[src/rtl/adcif_pkg.sv]
package adcif_pkg;
  typedef struct packed {
    logic cnv_rise;
    logic cnv_fall;
    logic sck_rise;
    logic sck_fall;
    logic sel;
  } edge_ev_t;
endpackage

[src/rtl/adcif_sync.sv]
module adcif_sync #(
  parameter int   STAGES  = 2,
  parameter logic RST_VAL = 1'b0
) (
  input  logic clk,
  input  logic rst_n,
  input  logic d,
  output logic q
);
  generate
    if (STAGES == 0) begin : g_none
      assign q = d;
    end else if (STAGES == 1) begin : g_one
      logic st_q;
      always_ff @(posedge clk or negedge rst_n) begin
        if (!rst_n) st_q <= RST_VAL;
        else        st_q <= d;
      end
      assign q = st_q;
    end else begin : g_many
      logic [STAGES-1:0] st_q;
      always_ff @(posedge clk or negedge rst_n) begin
        if (!rst_n) st_q <= {STAGES{RST_VAL}};
        else        st_q <= {st_q[STAGES-2:0], d};
      end
      assign q = st_q[STAGES-1];
    end
  endgenerate
endmodule

[src/rtl/adcif_edges.sv]
module adcif_edges
  import adcif_pkg::*;
#(
  parameter int SYNC_STAGES = 2
) (
  input  logic     clk,
  input  logic     rst_n,
  input  logic     cnv_in,
  input  logic     sck_in,
  input  logic     din_in,
  output edge_ev_t ev,
  output logic     din_s,
  output logic     viol
);
  logic cnv_s, sck_s, cnv_d, sck_d;

  adcif_sync #(.STAGES(SYNC_STAGES), .RST_VAL(1'b1)) u_cnv (
    .clk(clk), .rst_n(rst_n), .d(cnv_in), .q(cnv_s));
  adcif_sync #(.STAGES(SYNC_STAGES), .RST_VAL(1'b0)) u_sck (
    .clk(clk), .rst_n(rst_n), .d(sck_in), .q(sck_s));
  adcif_sync #(.STAGES(SYNC_STAGES), .RST_VAL(1'b0)) u_din (
    .clk(clk), .rst_n(rst_n), .d(din_in), .q(din_s));

  always_ff @(posedge clk or negedge rst_n) begin
    if (!rst_n) begin
      cnv_d <= 1'b1;
      sck_d <= 1'b0;
      viol  <= 1'b0;
    end else begin
      cnv_d <= cnv_s;
      sck_d <= sck_s;
      viol  <= (sck_s ^ sck_d) & cnv_s;
    end
  end

  always_comb begin
    ev.cnv_rise = cnv_s & ~cnv_d;
    ev.cnv_fall = ~cnv_s & cnv_d;
    ev.sck_rise = sck_s & ~sck_d;
    ev.sck_fall = ~sck_s & sck_d;
    ev.sel      = ~cnv_s;
  end

  // a violation pulse only follows a deselected sample
  p_viol_when_deselected_r2: assert property (@(posedge clk) disable iff (!rst_n)
    viol |-> $past(cnv_s));
endmodule

[src/rtl/adcif_cfg_rx.sv]
module adcif_cfg_rx #(
  parameter int               CFG_W   = 14,
  parameter int               CNT_W   = 6,
  parameter logic [CFG_W-1:0] DEF_CFG = '0
) (
  input  logic             clk,
  input  logic             rst_n,
  input  logic             cnv_rise,
  input  logic             cnv_fall,
  input  logic             sck_rise,
  input  logic             sel,
  input  logic             din_s,
  output logic [CFG_W-1:0] pending,
  output logic [CFG_W-1:0] active,
  output logic [CNT_W-1:0] rise_cnt
);
  localparam logic [CNT_W-1:0] CNT_MAX  = {CNT_W{1'b1}};
  localparam logic [CNT_W-1:0] WORD_LEN = CNT_W'(CFG_W);
  localparam logic [CNT_W-1:0] LAST_BIT = CNT_W'(CFG_W - 1);

  logic [CFG_W-1:0] shreg_q;
  logic [CFG_W-1:0] shifted;
  logic             take;

  assign take    = sck_rise & sel & ~cnv_fall;
  assign shifted = {shreg_q[CFG_W-2:0], din_s};

  always_ff @(posedge clk or negedge rst_n) begin
    if (!rst_n) begin
      shreg_q  <= '0;
      pending  <= DEF_CFG;
      active   <= DEF_CFG;
      rise_cnt <= '0;
    end else begin
      if (cnv_fall) begin
        rise_cnt <= '0;
        shreg_q  <= '0;
      end else if (take) begin
        if (rise_cnt != CNT_MAX) rise_cnt <= rise_cnt + 1'b1;
        if (rise_cnt < WORD_LEN) shreg_q <= shifted;
        if (rise_cnt == LAST_BIT) pending <= shifted;
      end
      if (cnv_rise) active <= pending;
    end
  end

  p_pending_frozen_r2: assert property (@(posedge clk) disable iff (!rst_n)
    !sel |=> $stable(pending));
  p_active_changes_on_start_r5: assert property (@(posedge clk) disable iff (!rst_n)
    !cnv_rise |=> $stable(active));
  p_count_saturates_r11: assert property (@(posedge clk) disable iff (!rst_n)
    (rise_cnt == CNT_MAX && !cnv_fall) |=> (rise_cnt == CNT_MAX));
endmodule

[src/rtl/adcif_conv.sv]
module adcif_conv #(
  parameter int DATA_W      = 16,
  parameter int CFG_W       = 14,
  parameter bit USE_COUNTER = 1'b0
) (
  input  logic              clk,
  input  logic              rst_n,
  input  logic              cnv_rise,
  input  logic [CFG_W-1:0]  active,
  input  logic              smp_valid,
  output logic              smp_ready,
  input  logic [DATA_W-1:0] smp_data,
  output logic [DATA_W-1:0] res,
  output logic [CFG_W-1:0]  res_tag,
  output logic              have_res
);
  generate
    if (USE_COUNTER) begin : g_cnt
      logic [DATA_W-1:0] ctr_q;
      logic              start_q;
      always_ff @(posedge clk or negedge rst_n) begin
        if (!rst_n) begin
          ctr_q    <= '0;
          start_q  <= 1'b0;
          res      <= '0;
          res_tag  <= '0;
          have_res <= 1'b0;
        end else begin
          start_q <= cnv_rise;
          if (start_q) begin
            res      <= ctr_q;
            res_tag  <= active;
            have_res <= 1'b1;
            ctr_q    <= ctr_q + 1'b1;
          end
        end
      end
      assign smp_ready = 1'b0;
    end else begin : g_port
      logic rdy_q;
      logic hs;
      assign hs = smp_valid & rdy_q;
      always_ff @(posedge clk or negedge rst_n) begin
        if (!rst_n) begin
          rdy_q    <= 1'b0;
          res      <= '0;
          res_tag  <= '0;
          have_res <= 1'b0;
        end else begin
          if (cnv_rise)  rdy_q <= 1'b1;
          else if (hs)   rdy_q <= 1'b0;
          if (hs) begin
            res      <= smp_data;
            res_tag  <= active;
            have_res <= 1'b1;
          end
        end
      end
      assign smp_ready = rdy_q;

      p_ready_after_start_r6: assert property (@(posedge clk) disable iff (!rst_n)
        cnv_rise |=> smp_ready);
      p_result_held_r6: assert property (@(posedge clk) disable iff (!rst_n)
        !(smp_valid && smp_ready) |=> $stable(res));
    end
  endgenerate
endmodule

[src/rtl/adcif_tx.sv]
module adcif_tx #(
  parameter int DATA_W = 16,
  parameter int CFG_W  = 14,
  parameter int RB_BIT = 0
) (
  input  logic              clk,
  input  logic              rst_n,
  input  logic              cnv_rise,
  input  logic              cnv_fall,
  input  logic              sck_fall,
  input  logic              sel,
  input  logic              busy_mode,
  input  logic [DATA_W-1:0] res,
  input  logic [CFG_W-1:0]  res_tag,
  input  logic              have_res,
  output logic              sdo
);
  localparam int TX_W = DATA_W + CFG_W + 1;

  logic [TX_W-1:0]  sr_q;
  logic [TX_W-1:0]  load_w;
  logic [CFG_W-1:0] rb_word;

  assign rb_word = res_tag[RB_BIT] ? res_tag : '0;

  always_comb begin
    if (!have_res)      load_w = '0;
    else if (busy_mode) load_w = {1'b0, res, rb_word};
    else                load_w = {res, rb_word, 1'b0};
  end

  always_ff @(posedge clk or negedge rst_n) begin
    if (!rst_n)                sr_q <= '0;
    else if (cnv_fall)         sr_q <= load_w;
    else if (cnv_rise)         sr_q <= '0;
    else if (sck_fall && sel)  sr_q <= {sr_q[TX_W-2:0], 1'b0};
  end

  assign sdo = sr_q[TX_W-1];

  p_quiet_after_start_r2: assert property (@(posedge clk) disable iff (!rst_n)
    cnv_rise |=> !sdo);
  p_busy_leads_low_r8: assert property (@(posedge clk) disable iff (!rst_n)
    (cnv_fall && busy_mode) |=> !sdo);
  p_no_result_quiet_r10: assert property (@(posedge clk) disable iff (!rst_n)
    !have_res |-> !sdo);
endmodule

[src/rtl/adcif_serial_if.sv]
module adcif_serial_if
  import adcif_pkg::*;
#(
  parameter int               DATA_W      = 16,
  parameter int               CFG_W       = 14,
  parameter int               CNT_W       = 6,
  parameter int               SYNC_STAGES = 2,
  parameter bit               USE_COUNTER = 1'b0,
  parameter int               RB_BIT      = 0,
  parameter logic [CFG_W-1:0] DEF_CFG     = 14'h2A71
) (
  input  logic              clk,
  input  logic              rst_n,
  input  logic              cnv_in,
  input  logic              sck_in,
  input  logic              din_in,
  input  logic              busy_mode,
  input  logic              smp_valid,
  output logic              smp_ready,
  input  logic [DATA_W-1:0] smp_data,
  output logic              sdo_out,
  output logic [CNT_W-1:0]  rise_count,
  output logic              sck_viol
);
  edge_ev_t          ev;
  logic              din_s;
  logic [CFG_W-1:0]  cfg_pending, cfg_active, res_tag;
  logic [DATA_W-1:0] res;
  logic              have_res;

  adcif_edges #(.SYNC_STAGES(SYNC_STAGES)) u_edges (
    .clk(clk), .rst_n(rst_n), .cnv_in(cnv_in), .sck_in(sck_in), .din_in(din_in),
    .ev(ev), .din_s(din_s), .viol(sck_viol));

  adcif_cfg_rx #(.CFG_W(CFG_W), .CNT_W(CNT_W), .DEF_CFG(DEF_CFG)) u_cfg (
    .clk(clk), .rst_n(rst_n), .cnv_rise(ev.cnv_rise), .cnv_fall(ev.cnv_fall),
    .sck_rise(ev.sck_rise), .sel(ev.sel), .din_s(din_s),
    .pending(cfg_pending), .active(cfg_active), .rise_cnt(rise_count));

  adcif_conv #(.DATA_W(DATA_W), .CFG_W(CFG_W), .USE_COUNTER(USE_COUNTER)) u_conv (
    .clk(clk), .rst_n(rst_n), .cnv_rise(ev.cnv_rise), .active(cfg_active),
    .smp_valid(smp_valid), .smp_ready(smp_ready), .smp_data(smp_data),
    .res(res), .res_tag(res_tag), .have_res(have_res));

  adcif_tx #(.DATA_W(DATA_W), .CFG_W(CFG_W), .RB_BIT(RB_BIT)) u_tx (
    .clk(clk), .rst_n(rst_n), .cnv_rise(ev.cnv_rise), .cnv_fall(ev.cnv_fall),
    .sck_fall(ev.sck_fall), .sel(ev.sel), .busy_mode(busy_mode),
    .res(res), .res_tag(res_tag), .have_res(have_res), .sdo(sdo_out));

  // the pending word is the reset default until a complete write
  p_pending_default_r1: assert property (@(posedge clk) disable iff (!rst_n)
    (cfg_pending != DEF_CFG) |-> $past(cfg_pending != DEF_CFG || ev.sck_rise));
endmodule

[config.mk]
export PLATFORM = sky130hd
export DESIGN_NAME = adcif_serial_if
export DESIGN_NICKNAME = d
export VERILOG_FILES = /design/src/rtl/adcif_pkg.sv /design/src/rtl/adcif_sync.sv /design/src/rtl/adcif_edges.sv /design/src/rtl/adcif_cfg_rx.sv /design/src/rtl/adcif_conv.sv /design/src/rtl/adcif_tx.sv /design/src/rtl/adcif_serial_if.sv
export SDC_FILE = /design/constraint.sdc
export NUM_CORES = 1
export LEC_CHECK = 0
export ABC_AREA = 1
export BUFFER_PORTS_ARGS = -buffer_cell sky130_fd_sc_hd__buf_2
export CAP_MARGIN = 20
export CORE_MARGIN = 3
export CORE_UTILIZATION = 38
export DETAILED_ROUTE_END_ITERATION = 8
export PLACE_DENSITY_LB_ADDON = 0.25
export SLEW_MARGIN = 20
export SYNTH_ARGS = -nofsm -noshare
export SYNTH_HDL_FRONTEND = slang
export SYNTH_SLANG_ARGS = --single-unit
export TNS_END_PERCENT = 5
[constraint.sdc]
create_clock -name clk -period 1.6 [get_ports clk]
set_clock_uncertainty 0.05 [all_clocks]
set_input_delay 0.08 -clock clk [delete_from_list [all_inputs] [get_ports clk]]
set_output_delay 0.08 -clock clk [all_outputs]
set_load 0.01 [all_outputs]
## After elaboration in Yosys (flattened, before gate mapping)

Index checks and enable logic that the tools add are counted.

| word-level totals | value |
|---|---|
| bits in registers | 119 |
| bits in latches | 0 |
| RAM bits | 0 |
| memory bits (read-only) | 0 |
| bits of input ports | 23 |
| output and inout bits | 9 |
| logic and storage cells | 56 |
| memories | 0 |

| operators by class | value |
|---|---|
| $add $sub $neg | 1 |
| multipliers | 0 |
| divide/modulo/power cells | 0 |
| $lt $le $gt $ge | 1 |
| equality and inequality tests | 2 |
| shift-type cells | 0 |
| mux-type cells | 14 |
| bitwise logic cells | 14 |
| reductions and logical operators | 9 |

Operators by type and width:

| cell | count |
|---|---|
| $mux 31 | 5 |
| $mux 13 | 3 |
| $mux 6 | 3 |
| $mux 14 | 1 |
| $and 1x1->1 | 8 |
| $reduce_bool 2->1 | 4 |
| $add 6x1->6 const B | 1 |
| $eq 6x4->1 const B | 1 |
| $lt 6x4->1 const B | 1 |
| $ne 6x6->1 const B | 1 |
| $not 1->1 | 5 |
| $reduce_and 2->1 | 2 |
| $reduce_and 3->1 | 1 |
| $reduce_bool 3->1 | 1 |
| $mux 1 | 2 |
| $logic_and 1x1->1 | 1 |
| $xor 1x1->1 | 1 |

## Longest topological paths before layout

Gate-level depths: netlist of the first run.

| logic depth | value |
|---|---|
| depth in word-level cells | 6 |
| mapped depth | 10 |
| mapped depth without buffers | 9 |

## Hierarchy

Synthesis of the first run repeated with hierarchy kept, for this count alone.

| unflattened totals | value |
|---|---|
| cell total of the unflattened synthesis | 629 |
| area, all modules | 5514.0 µm² |

By module, submodules not included:

| module | times used | cells each | area each (µm²) | sequential area each (µm²) |
|---|---|---|---|---|
| adcif_cfg_rx | 1 | 209 | 2184.6 | 1193.6 |
| adcif_tx | 1 | 266 | 1800.5 | 775.7 |
| adcif_conv | 1 | 136 | 1243.7 | 800.8 |
| adcif_edges | 1 | 12 | 132.6 | 76.3 |
| adcif_sync at u_edges.u_din ... | 2 | 2 | 50.0 | 50.0 |
| adcif_sync at u_edges.u_cnv | 1 | 2 | 52.6 | 52.6 |

## Worst setup path after synthesis of the first run

Ideal clock, no wire load.

| path | value |
|---|---|
| kind | flip-flop to flip-flop |
| start | register u_edges.u_cnv.g_many.st_q[1] |
| end | register u_cfg.pending[10] |
| setup time | 0.117 ns |
| arrival | 1.512 ns |
| required time | 1.433 ns |
| slack | -0.079 ns |
| cell stages (with the launch flop) | 10 |
| path buffers | 1 |
| period minus slack after synthesis | 1.679 ns |
| cells stage by stage | dfstp_2 -> inv_2 -> ha_1 -> inv_2 -> nand2_1 -> nor2_4 -> nand3_4 -> buf_6 -> o21ai_1 -> inv_1 |

| between the ends | value |
|---|---|
| longest elaborated chain between the ends | 5 |
| elaborated cells between the ends (all ways) | 6 |
| those cells by class | bitwise: 5; reduce/logical: 1 |

RTL lines:

| item | line | RTL |
|---|---|---|
| start, declared | adcif_sync.sv:21 | `logic [STAGES-1:0] st_q;` |
| start signal, assigned | adcif_sync.sv:23 | `if (!rst_n) st_q <= {STAGES{RST_VAL}};` |
| start signal, assigned | adcif_sync.sv:24 | `else st_q <= {st_q[STAGES-2:0], d};` |
| $not 1->1 * | adcif_edges.sv:38, adcif_edges.sv:41 |  |
| $and 1x1->1 | adcif_edges.sv:38 | `ev.cnv_fall = ~cnv_s & cnv_d;` |
| $not 1->1 (no line) | - |  |
| $and 1x1->1 | adcif_cfg_rx.sv:25 | `assign take = sck_rise & sel & ~cnv_fall;` |
| $reduce_and 3->1 (no line) * | - |  |
| end signal, assigned | adcif_cfg_rx.sv:41 | `if (rise_cnt == LAST_BIT) pending <= shifted;` |
| end, declared | adcif_cfg_rx.sv:13 | `output logic [CFG_W-1:0] pending,` |

Mark *: on every way between the ends. The rest lies on a longest branch, timed or not.
A chain may end at the register's enable or synchronous reset.

## Worst setup path after layout of the first run

| path | value |
|---|---|
| start | register u_edges.u_cnv.g_many.st_q[1] |
| end | register u_cfg.pending[8] |

Same word-level chain as after synthesis.

==> summary.md, run 1 <==
| Metric | Value |
|---|---|
| Status | finished with violations |
| Failing checks | negative setup slack |
| Via/cell ratio | ~4.6 |
| Hold Path Class | in2reg |
| Sw Share | between 20% and 30% |
| Vias in the first global route | about 4200 |
| Syn Area/Cell | 8.39 um2 |
| Io pins | 32 |
| Num CTS Buffers | 17 |
| Critical Path End Type | flop |
| Syn nets | 675 |
| Flop pwr share | between 40% and 50% |
| Die ar. | 15700 um2 |
| Clock Path Buffers | 2 |
| Clock-pin slew on the worst setup and hold paths | roughly 0.05 ns |
| Mapped cell area | 5420 um2 |
| Final HPWL DP | 6700 um |
| Placed Cells | 841 |
| RSZ-0062 raised after global routing | true |
| Initial Utilization | between 30% and 40% |
| Synth Register Bits | 119 |
| Total Nets Final | about 730 |
| Layout area overhead | 25.6% |
| First-pass GRT wire length | between 15000 and 20000 um |
| Metal3 WL | approximately 320 um |
| Clock sink total | about 120 |
| Largest net degree at the start of global routing | 63 |
| Layout cells sized above 1 | roughly 16% |
| Setup ws final | -0.00945 ns |
| WL final | 10700 um |
| Number of antenna diodes | 0 |
| Final non-filler cell total | roughly 900 |
| Drt initial violations | roughly 240 |
| Setup crit start kind | flop |
| Chip height | between 100 and 150 um |
| DR WL met2 | between 5000 and 6000 um |
| WP data required | 1.85 ns |
| Pleak | between 3 and 4 nW |
| Global route overflow | 0 |
| TritonRoute pass-1 iters | 5 |
| WL/cell | roughly 12 um |
| Rel. slew slack | between 60% and 70% |
| Max Freq | between 0.6 and 0.7 GHz |
| # setup viols final | 1 |
| Clk pwr share | a little under half |
| CTS Root Cell | clkbuf_16 |
| Worst VDD drop | about 0.00075 V |
| Register area share after synthesis | ~55% |
| Top Layer Used | met4 |
| Die Wd | between 100 and 150 um |
| Count of different cell masters after synthesis | 25 |
| Global Route Usage Sum | 14.6% |
| Final Hold Viols | 0 |
| Clk Latency, worst-skew pair | 0.41 ns |
| Min Tclk post-route | 1.61 ns |
| Cell internal pwr | around 6.4 mW |
| Gate power share | ~11% |
| Setup TNS | -0.00945 ns |
| Vias | between 4000 and 5000 |
| Initial antenna violation count | 0 |
| CTS tree | built |
| Htree depth | 4 |
| I/O Buffers | 31 |
| Row cnt | 43 |
| Worst path arrival time | around 1.9 ns |
| WS Path Type | reg2reg |
| Pwr/cell area | about 1200 nW/um2 |
| Core box area | approximately 14000 um2 |
| Synth Warn # | 0 |
| Fin crit share | 101% |
| Slew Limit Fails | 0 |
| Measured slew at the worst slew-check pin | approximately 0.48 ns |
| Mapped Cells | 646 |
| Switching power | between 2 and 2.5 mW |
| CP max FO | 7 |
| Final ANT Viol Nets | 0 |
| # Max-Cap Violations | 0 |
| DRC Markers | 0 |
| Met1 wire length | approximately 5100 um |
| Routability cong. | between 0.7 and 0.8 |
==> state kept, by name, indices dropped and copies added, names as in the netlist, 6 cells and up <==
| signal | count |
|---|---|
| u_cfg.shreg_q | 13 |
| u_cfg.pending | 14 |
| u_conv.res | 16 |
| u_cfg.active | 14 |
| u_conv.res_tag | 14 |
| u_cfg.rise_cnt | 6 |
| u_tx.sr_q | 31 |
==> routing by layer <==
metal / vias up / track usage (%)
met5: - / 0
met4: 0 / 5.42
met3: 15 / 4.78
met2: 55 / 24.2
met1: 1896 / 17.7
li1: 2162 / -
==> power by group through the flow <==
stage | Clock [mW] | Sequential [mW] | Combinational (mW)
6_report | 4.06 | 3.48 | 0.951
5_1_grt | 4.30 | 3.51 | 1.09
4_1_cts | 4.15 | 3.48 | 0.957
3_5_place_dp | 0 | 3.52 | 0.877
3_3_place_gp | 0 | 3.51 | 0.852
2_1_floorplan | 0 | 3.49 | 0.594
==> what timing repair did <==
action	4_1_cts	5_1_grt
setup endpoints to repair	33	47
hold endpoints to repair	106	0
hold buffers	20	0
gates resized for setup	5	4
gates cloned	2	1
pin swaps	2	2
setup buffers	0	0
==> layout make-up <==
type / count / area [um2]
Multi-Input combinational cell: 395 / 1930
Fill cell: 1281 / 7120
Clock inverter: 10 / 169
Tap cell: 180 / 225
Clock buffer: 22 / 474
Inverter: 100 / 378
Timing Repair Buffer: 70 / 633
Sequential cell: 119 / 3000
==> kinds of logic (layout without fill, tap and decap cells) <==
family                     Yosys count  in the layout  synth area share [%]
adders and majority gates            6              6                  1.38
and+or+nand+nor                    253            255                  19.3
buffers and inverters              134            202                  10.4
DFF                                119            119                  55.3
xor gates and xnor gates             1              1                 0.162
AOI/OAI and AO/OA                  133            133                  13.5
==> synthesized netlist by cell type (all sizes together) <==
master	n	area share (%)
xor2	1	0.16
a21oi	29	2.7
clkbuf	13	0.90
a31oi	20	2.3
dfrtp	102	47
nand2	155	11
nand3b	2	0.28
o21ai	68	6.3
dfstp	17	8.2
nand3	35	3.5
o211ai	15	2.1
buf	21	2.6
a21o	1	0.14
inv	100	6.9
nand4	1	0.12
ha	6	1.4
nor2	60	4.6
==> metrics by stage <==
| stage | cell area, um2 | hold slack [ns] | total power, mW | setup slack, ns | utilization [%] |
|---|---|---|---|---|---|
| after CTS | 6790 | 0.0179 | 8.58 | -0.00293 | 48.7 |
| after global routing | 6810 | 0.0524 | 8.90 | -0.103 | 48.9 |
| after detailed placement | 5880 | 0.0119 | 4.40 | -0.0317 | 42.2 |
| final | 6810 | 0.0440 | 8.49 | -0.00945 | 48.9 |
| after global placement | 5880 | 0.00849 | 4.37 | -0.000282 | 42.2 |
| after floorplan | 5440 | -0.266 | 4.09 | -0.00528 | - |
==> cell usage in the layout, fill, tap and decap left out, types with 4 or more instances in the layout <==
| cell | instances |
|---|---|
| nand3_1 | 34 |
| nor2_1 | 54 |
| inv_1 | 94 |
| nor2_4 | 4 |
| o21ai_0 | 53 |
| buf_12 | 9 |
| ha_1 | 4 |
| dlygate4sd3_1 | 20 |
| buf_2 | 30 |
| a31oi_1 | 20 |
| dfstp_2 | 17 |
| buf_4 | 10 |
| o211ai_1 | 15 |
| bufinv_16 | 4 |
| o21ai_1 | 15 |
| inv_2 | 5 |
| dfrtp_1 | 102 |
| clkbuf_16 | 17 |
| nand2_1 | 151 |
| a21oi_1 | 29 |
==> path summary, 6_finish.rpt <==
path	from	end	slack [ns]	cells after the start
setup / recovery	u_edges.u_cnv.g_many.st_q[1]$_DFF_PN1_	u_cfg.pending[8]$_DFFE_PN0P_	-0.009	8
hold / removal	busy_mode	u_tx.sr_q[0]$_DFFE_PN0P_	0.04	3
setup reg to reg	u_edges.u_cnv.g_many.st_q[1]$_DFF_PN1_	u_cfg.pending[8]$_DFFE_PN0P_	-0.009	8
hold reg to reg	u_edges.u_din.g_many.st_q[0]$_DFF_PN0_	u_edges.u_din.g_many.st_q[1]$_DFF_PN0_	0.30	0
max in group asynchronous	rst_n	u_cfg.active[9]$_DFFE_PN1P_	0.74	3
min in group asynchronous	rst_n	u_cfg.rise_cnt[4]$_DFFE_PN0P_	0.12	2
==> critical path, cell delays in order, from the launching register on <==
cell and delay (ns):
dfstp_2 0.53, inv_2 0.05, ha_4 0.17, inv_4 0.05, nand2_2 0.05, nor2_4 0.20, nand3_2 0.19, o21ai_1 0.16
inv_1 0.05
No activity file was read; power rests on OpenSTA's default activity.
==> run 2, diff against run 1 <==
Settings changed: SETUP_SLACK_MARGIN set to 0.4.
==> run 2 against run 1 <==
Against the previous run: the flow now finishes without violations; combinational power grew 11%; power shrank 0.22%; sequential share of layout area shrank 1.4 points; clock power shrank 3%.
==> summary.md, run 2 (synthesized netlist as in run 1, its figures left out) <==
| Metric | Value |
|---|---|
| Hold Path Class | in2reg |
| Layout cells sized above 1 | 21.0% (+4.5 points) |
| I/O Buffers | 31 (unchanged) |
| Layout area overhead | 29.8% |
| Critical Path End Type | flop |
| Pleak | 3.37 nW (+1.3%) |
| Fin crit share | 97.1% (-3.5 points) |
| Final HPWL DP | 6880 um (+2.7%) |
| Worst setup startpoint | u_edges.u_cnv.g_many.st_q[1]$_DFF_PN1_ |
| Global Route Usage Sum | 15.0% (+0.40 points) |
| Clock sink total | 119 (unchanged) |
| Max Freq | 0.644 GHz (+3.6%) |
| Setup TNS | 0 ns (+0.00945 ns) |
| Slew Limit Fails | 0 (unchanged) |
| WL/cell | 12.4 um (+3.5%) |
| Worst setup path end | u_tx.sr_q[26]$_DFFE_PN0P_ |
| Largest registers | u_tx.sr_q (31), u_conv.res (16) |
| Final ANT Viol Nets | 0 (unchanged) |
| Placed inst area | 5880 um2 (unchanged) |
| Max stage delay on crit path | 0.53 ns (about the same) |
| Measured slew at the worst slew-check pin | 0.462 ns (-0.0173 ns) |
| Chip height | 125 um (unchanged) |
| Slowest CP cell | dfstp_2 |
| Clock-pin slew on the worst setup and hold paths | 0.05 ns (about the same) |
| Row cnt | 43 (unchanged) |
| Most common cell after layout, fill and taps aside | nand2_1 |
| Reg2reg end | u_tx.sr_q[26]$_DFFE_PN0P_ |
| Layout fillers | 1248 (-2.6%) |
| Crit path buffers/inverters | 3 (unchanged) |
| Final Util | 50.5% (+1.6 points) |
| Die Wd | 125 um (unchanged) |
| Global route overflow | 0 (unchanged) |
| DP Worst Slack | -0.0237 ns (+0.00806 ns) |
| Setup ws final | 0.0464 ns (+0.0559 ns) |
| # setup viols final | 0 (-1) |
| Worst r2r path cells | 7 (-1) |
| Clock Path Buffers | 2 (unchanged) |
| Routability cong. | 0.771 (+0.98%) |
| WS Path Type | reg2reg |
| Crit. path cell count | 7 (-1) |
| Initial antenna violation count | 0 (unchanged) |
| WP data required | 1.83 ns (-0.02 ns) |
| Final Hold Viols | 0 (unchanged) |
| Clk Latency, worst-skew pair | 0.41 ns (about the same) |
| Largest register FFs | 31 (unchanged) |
| TritonRoute pass-1 iters | 5 (unchanged) |
| Commonest non-fill, non-tap cells in the layout | nand2_1, dfrtp_1, inv_1 |
| Top cell family by delay on the critical path | flip-flops |
| Critical path cell sequence | inv_2 -> ha_4 -> nand2_1 -> inv_2 -> buf_12 -> o211ai_1 -> a31oi_4 |
| # Max-Cap Violations | 0 (unchanged) |
| R2r setup slk | 0.05 ns (+0.06 ns) |
| Reg2Reg Launch Point | u_edges.u_cnv.g_many.st_q[1]$_DFF_PN1_ |
| Status | completed |
| Die ar. | 15700 um2 (unchanged) |
| Htree depth | 4 (unchanged) |
| Setup crit start kind | flop |
| WL final | 11200 um (+4.3%) |
| Initial Utilization | 38.9% (unchanged) |
| Via/cell ratio | 4.70 (+2.0%) |
| DRC Markers | 0 (unchanged) |
| Pwr/cell area | 1200 nW/um2 (-3.4%) |
| Worst VDD drop | 0.000812 V (+8.8%) |
| Rel. slew slack | 69.2% (+1.2 points) |
| Cell area after layout | 7040 um2 (+3.3%) |
| Top cell by count, worst path | inv_2 |
| CP max FO | 13 (+6) |
| Number of antenna diodes | 0 (unchanged) |
| Io pins | 32 (unchanged) |
| Design Power | 8.47 mW (-0.22%) |
| CTS Root Cell | clkbuf_16 |
| CTS tree | built |
| Num CTS Buffers | 17 (unchanged) |
| Top reg by flops | u_tx.sr_q |
| Core box area | 13900 um2 (unchanged) |
| Vias | 4245 (+2.8%) |
| Largest net degree at the start of global routing | 63 (unchanged) |
| Worst path arrival time | 1.78 ns (-0.08 ns) |
| RSZ-0062 raised after global routing | true |
| Min Tclk post-route | 1.55 ns (-0.0559 ns) |
| Vias in the first global route | 4176 (+0.096%) |
| Min-Delay Path Depth | 4 (+1) |
| Drt initial violations | 172 (-28%) |
| First-pass GRT wire length | 19300 um (+2.8%) |
| Total Nets Final | 740 (+1.1%) |
## run 2: cell count changes in the layout (fill, tap and decap cells not counted), sizes merged
cell	previous run	this run
nand3	37	38
clkbuf	22	24
buf	50	55
clkinvlp	3	2
## run 2: power breakdown
group	total [mW]	internal, mW	switching [mW]
logic	1.06	0.458	0.605
registers	3.49	3.31	0.172
clock network	3.92	2.63	1.30
## run 2: worst min path at each step
stage               startpoint  slack [ns]                      endpoint
global route         smp_valid         0.1   u_conv.have_res$_DFFE_PN0P_
CTS                  smp_valid        0.05   u_conv.have_res$_DFFE_PN0P_
finish               smp_valid        0.07   u_conv.have_res$_DFFE_PN0P_
global placement         rst_n       -0.01     u_tx.sr_q[15]$_DFFE_PN0P_
floorplan                rst_n       -0.27  u_cfg.active[10]$_DFFE_PN0P_
detailed placement       rst_n      -0.007     u_tx.sr_q[15]$_DFFE_PN0P_
## run 2: layout make-up
cell class / count / area (um2) / area share (%)
clock buffers: 22 / 454 / 6.45
clock inverters: 9 / 150 / 2.13
inverters: 100 / 383 / 5.44
multi-input cells: 396 / 2100 / 29.8
flip-flops and latches: 119 / 3000 / 42.6
well taps: 180 / 225 / 3.20
repair buffers: 77 / 727 / 10.3
## run 2: layer usage
layer  share of wire (%)  vias to the layer above  global-route usage (%)
li1                    -                     2183                       -
met1                  47                     1981                    19.3
met2                  48                       61                    23.5
met3                 3.4                       20                    4.44
met4                 1.9                        0                    6.57
met5                   0                        -                       0
## run 2: through the flow
| step | hold slack, ns | instances |
|---|---|---|
| 6_report | 0.0734 | 903 |
| 5_1_grt | 0.0971 | 903 |
| 4_1_cts | 0.0532 | 898 |
| 3_5_place_dp | -0.00671 | 841 |
| 3_3_place_gp | -0.0110 | 841 |
| 2_1_floorplan | -0.266 | 646 |
## run 2: worst min-delay path: cells and delay by family
kind | cells | cell delay (ns)
simple gates | 2 | 0.14
buf+inv | 2 | 0.26
## run 2: what timing repair did
item | in CTS | in global routing
gates cloned | 4 | 2
setup endpoints to repair | 81 | 83
pin swaps | 3 | 10
setup buffers | 2 | 3
gates resized for setup | 20 | 27
endpoints found under the hold margin | 124 | 0
hold buffers | 20 | 0
==> run 3, diff against run 2 <==
Settings changed: REMOVE_ABC_BUFFERS set to 1.
==> run 3 against run 2 <==
Against the previous run: cell area is 1.2% higher; largest cell class unchanged; sequential share of layout area shrank 0.48 points; clock-buffer cell count is 4 lower; fmax fell by 7.1%; the flow now finishes with violations (negative setup slack); hold slack is essentially flat; global-route usage increased by 0.70 points.
==> summary.md, run 3 (synthesized netlist as in run 1, its figures left out) <==
| Metric | Value |
|---|---|
| Setup TNS | -0.856 ns (-0.856 ns) |
| Htree depth | 4 (unchanged) |
| Layout cells sized above 1 | 21.7% (+0.69 points) |
| Pleak | 3.43 nW (+1.9%) |
| Final ANT Viol Nets | 0 (unchanged) |
| Critical Path End Type | flop |
| Vias | 4285 (+0.94%) |
| WL final | 11500 um (+3.1%) |
| Largest registers | u_tx.sr_q (31), u_conv.res (16) |
| Clk Latency, worst-skew pair | 0.42 ns (about the same) |
| Worst VDD drop | 0.000702 V (-14%) |
| Final Hold Viols | 0 (unchanged) |
| WP data required | 1.88 ns (+0.05 ns) |
| Slew Limit Fails | 0 (unchanged) |
| Failing checks | negative setup slack |
| Total Nets Final | 739 (-0.14%) |
| GRT busiest layer | met2 |
| Most common cell after layout, fill and taps aside | nand2_1 |
| Clock-pin slew on the worst setup and hold paths | 0.06 ns (about the same) |
| Status | finished with violations |
| DP Worst Slack | -0.0884 ns (-0.0647 ns) |
| Measured slew at the worst slew-check pin | 0.537 ns (+0.0757 ns) |
| Hold Path Class | in2reg |
| Number of antenna diodes | 0 (unchanged) |
| Initial antenna violation count | 0 (unchanged) |
| WS Path Type | reg2reg |
| Largest register FFs | 31 (unchanged) |
| Setup ws final | -0.0714 ns (-0.118 ns) |
| Num CTS Buffers | 17 (unchanged) |
| WL/cell | 12.8 um (+3.1%) |
| Pwr/cell area | 1230 nW/um2 (+2.5%) |
| Initial Utilization | 38.9% (unchanged) |
| Fin crit share | 104% (+7.4 points) |
| Vias in the first global route | 4372 (+4.7%) |
| DRC Markers | 0 (unchanged) |
| CTS Root Cell | clkbuf_16 |
| TritonRoute pass-1 iters | 4 (-1) |
| Min Tclk post-route | 1.67 ns (+0.118 ns) |
| Final HPWL DP | 6540 um (-5.0%) |
| Drt initial violations | 221 (+28%) |
| Io pins | 32 (unchanged) |
| Routability cong. | 0.751 (-2.6%) |
| Setup crit start kind | flop |
| Rel. slew slack | 64.1% (-5.1 points) |
| Worst path arrival time | 1.95 ns (+0.17 ns) |
| Layout area overhead | 31.4% |
| Global route overflow | 0 (unchanged) |
| Met2 Use GR | 26.3% (+2.8 points) |
| CP max FO | 8 (-5) |
| Design Power | 8.79 mW (+3.8%) |
| Via/cell ratio | 4.75 (+0.94%) |
| Top reg by flops | u_tx.sr_q |
| CTS tree | built |
| Commonest non-fill, non-tap cells in the layout | nand2_1, dfrtp_1, inv_1 |
| Global Route Usage Sum | 15.7% (+0.70 points) |
| Die Wd | 125 um (unchanged) |
| Core box area | 13900 um2 (unchanged) |
| # Max-Cap Violations | 0 (unchanged) |
| Die ar. | 15700 um2 (unchanged) |
| Clock Path Buffers | 2 (unchanged) |
| Max Freq | 0.598 GHz (-7.1%) |
| Chip height | 125 um (unchanged) |
| # setup viols final | 28 (+28) |
| RSZ-0062 raised after global routing | true |
| Met3 Resource Use GR | 3.72% (-0.73 points) |
| Largest net degree at the start of global routing | 63 (unchanged) |
| Clock sink total | 119 (unchanged) |
| First-pass GRT wire length | 20300 um (+5.5%) |
| Row cnt | 43 (unchanged) |
| Met1 Resource Use GR | 19.4% (+0.11 points) |
| I/O Buffers | 31 (unchanged) |
[run 3: worst paths after layout]
check / slack [ns] / endpoint / startpoint / depth (start not counted)
setup / recovery: -0.07 / u_tx.sr_q[4]$_DFFE_PN0P_ / u_edges.u_cnv.g_many.st_q[1]$_DFF_PN1_ / 10
hold / removal: 0.07 / u_conv.have_res$_DFFE_PN0P_ / smp_valid / 4
setup reg to reg: -0.07 / u_tx.sr_q[4]$_DFFE_PN0P_ / u_edges.u_cnv.g_many.st_q[1]$_DFF_PN1_ / 10
hold reg to reg: 0.30 / u_edges.u_sck.g_many.st_q[1]$_DFF_PN0_ / u_edges.u_sck.g_many.st_q[0]$_DFF_PN0_ / 0
max in group asynchronous: 0.81 / u_cfg.pending[6]$_DFFE_PN1P_ / rst_n / 3
min in group asynchronous: 0.09 / u_conv.res[13]$_DFFE_PN0P_ / rst_n / 2
[run 3: layout make-up]
| cell class | instances | area [um2] |
|---|---|---|
| clock inverters | 14 | 221 |
| inverters | 100 | 380 |
| fillers | 1271 | 6810 |
| multi-input cells | 395 | 2050 |
| repair buffers | 77 | 810 |
| flip-flops and latches | 119 | 3000 |
| well taps | 180 | 225 |
| clock buffers | 18 | 429 |
[run 3: routing by layer]
metal | vias to the layer above | share of wire (%)
met5 | - | 0
met4 | 0 | 1.8
met3 | 22 | 3.0
met2 | 62 | 48
met1 | 2012 | 47
li1 | 2189 | -
[run 3: report_power, final]
group | leakage (nW) | switching [mW] | total (mW) | internal (mW)
registers | 1.45 | 0.189 | 3.50 | 3.31
logic | 1.66 | 0.609 | 1.10 | 0.487
clock network | 0.319 | 1.42 | 4.19 | 2.78
total | 3.43 | 2.21 | 8.79 | 6.58
[run 3: worst max-delay path: stages, from the launching register on]
cell and delay [ns]:
dfstp_2 0.53, inv_2 0.05, ha_4 0.16, buf_6 0.12, nor2_4 0.11, buf_6 0.15
buf_12 0.13, nand2_2 0.05, nand2_1 0.07, inv_1 0.05, a21oi_2 0.12
[run 3: stage by stage]
step	std cells	area (um2)	hold WS (ns)	util [%]
after floorplan	612	5240	-0.266	-
after global placement	841	5880	-0.0194	42.2
after detailed placement	841	5880	-0.00947	42.2
after CTS	903	7030	0.0609	50.5
after global routing	903	7120	0.0894	51.1
final	903	7120	0.0737	51.1
[run 3: timing repair]
action / 4_1_cts / 5_1_grt
hold buffers: 20 / 0
endpoints found under the setup margin: 82 / 82
hold endpoints to repair: 124 / 0
buffers inserted: 5 / 0
cloned: 5 / 0
pin swaps: 50 / 17
gates resized for setup: 37 / 25
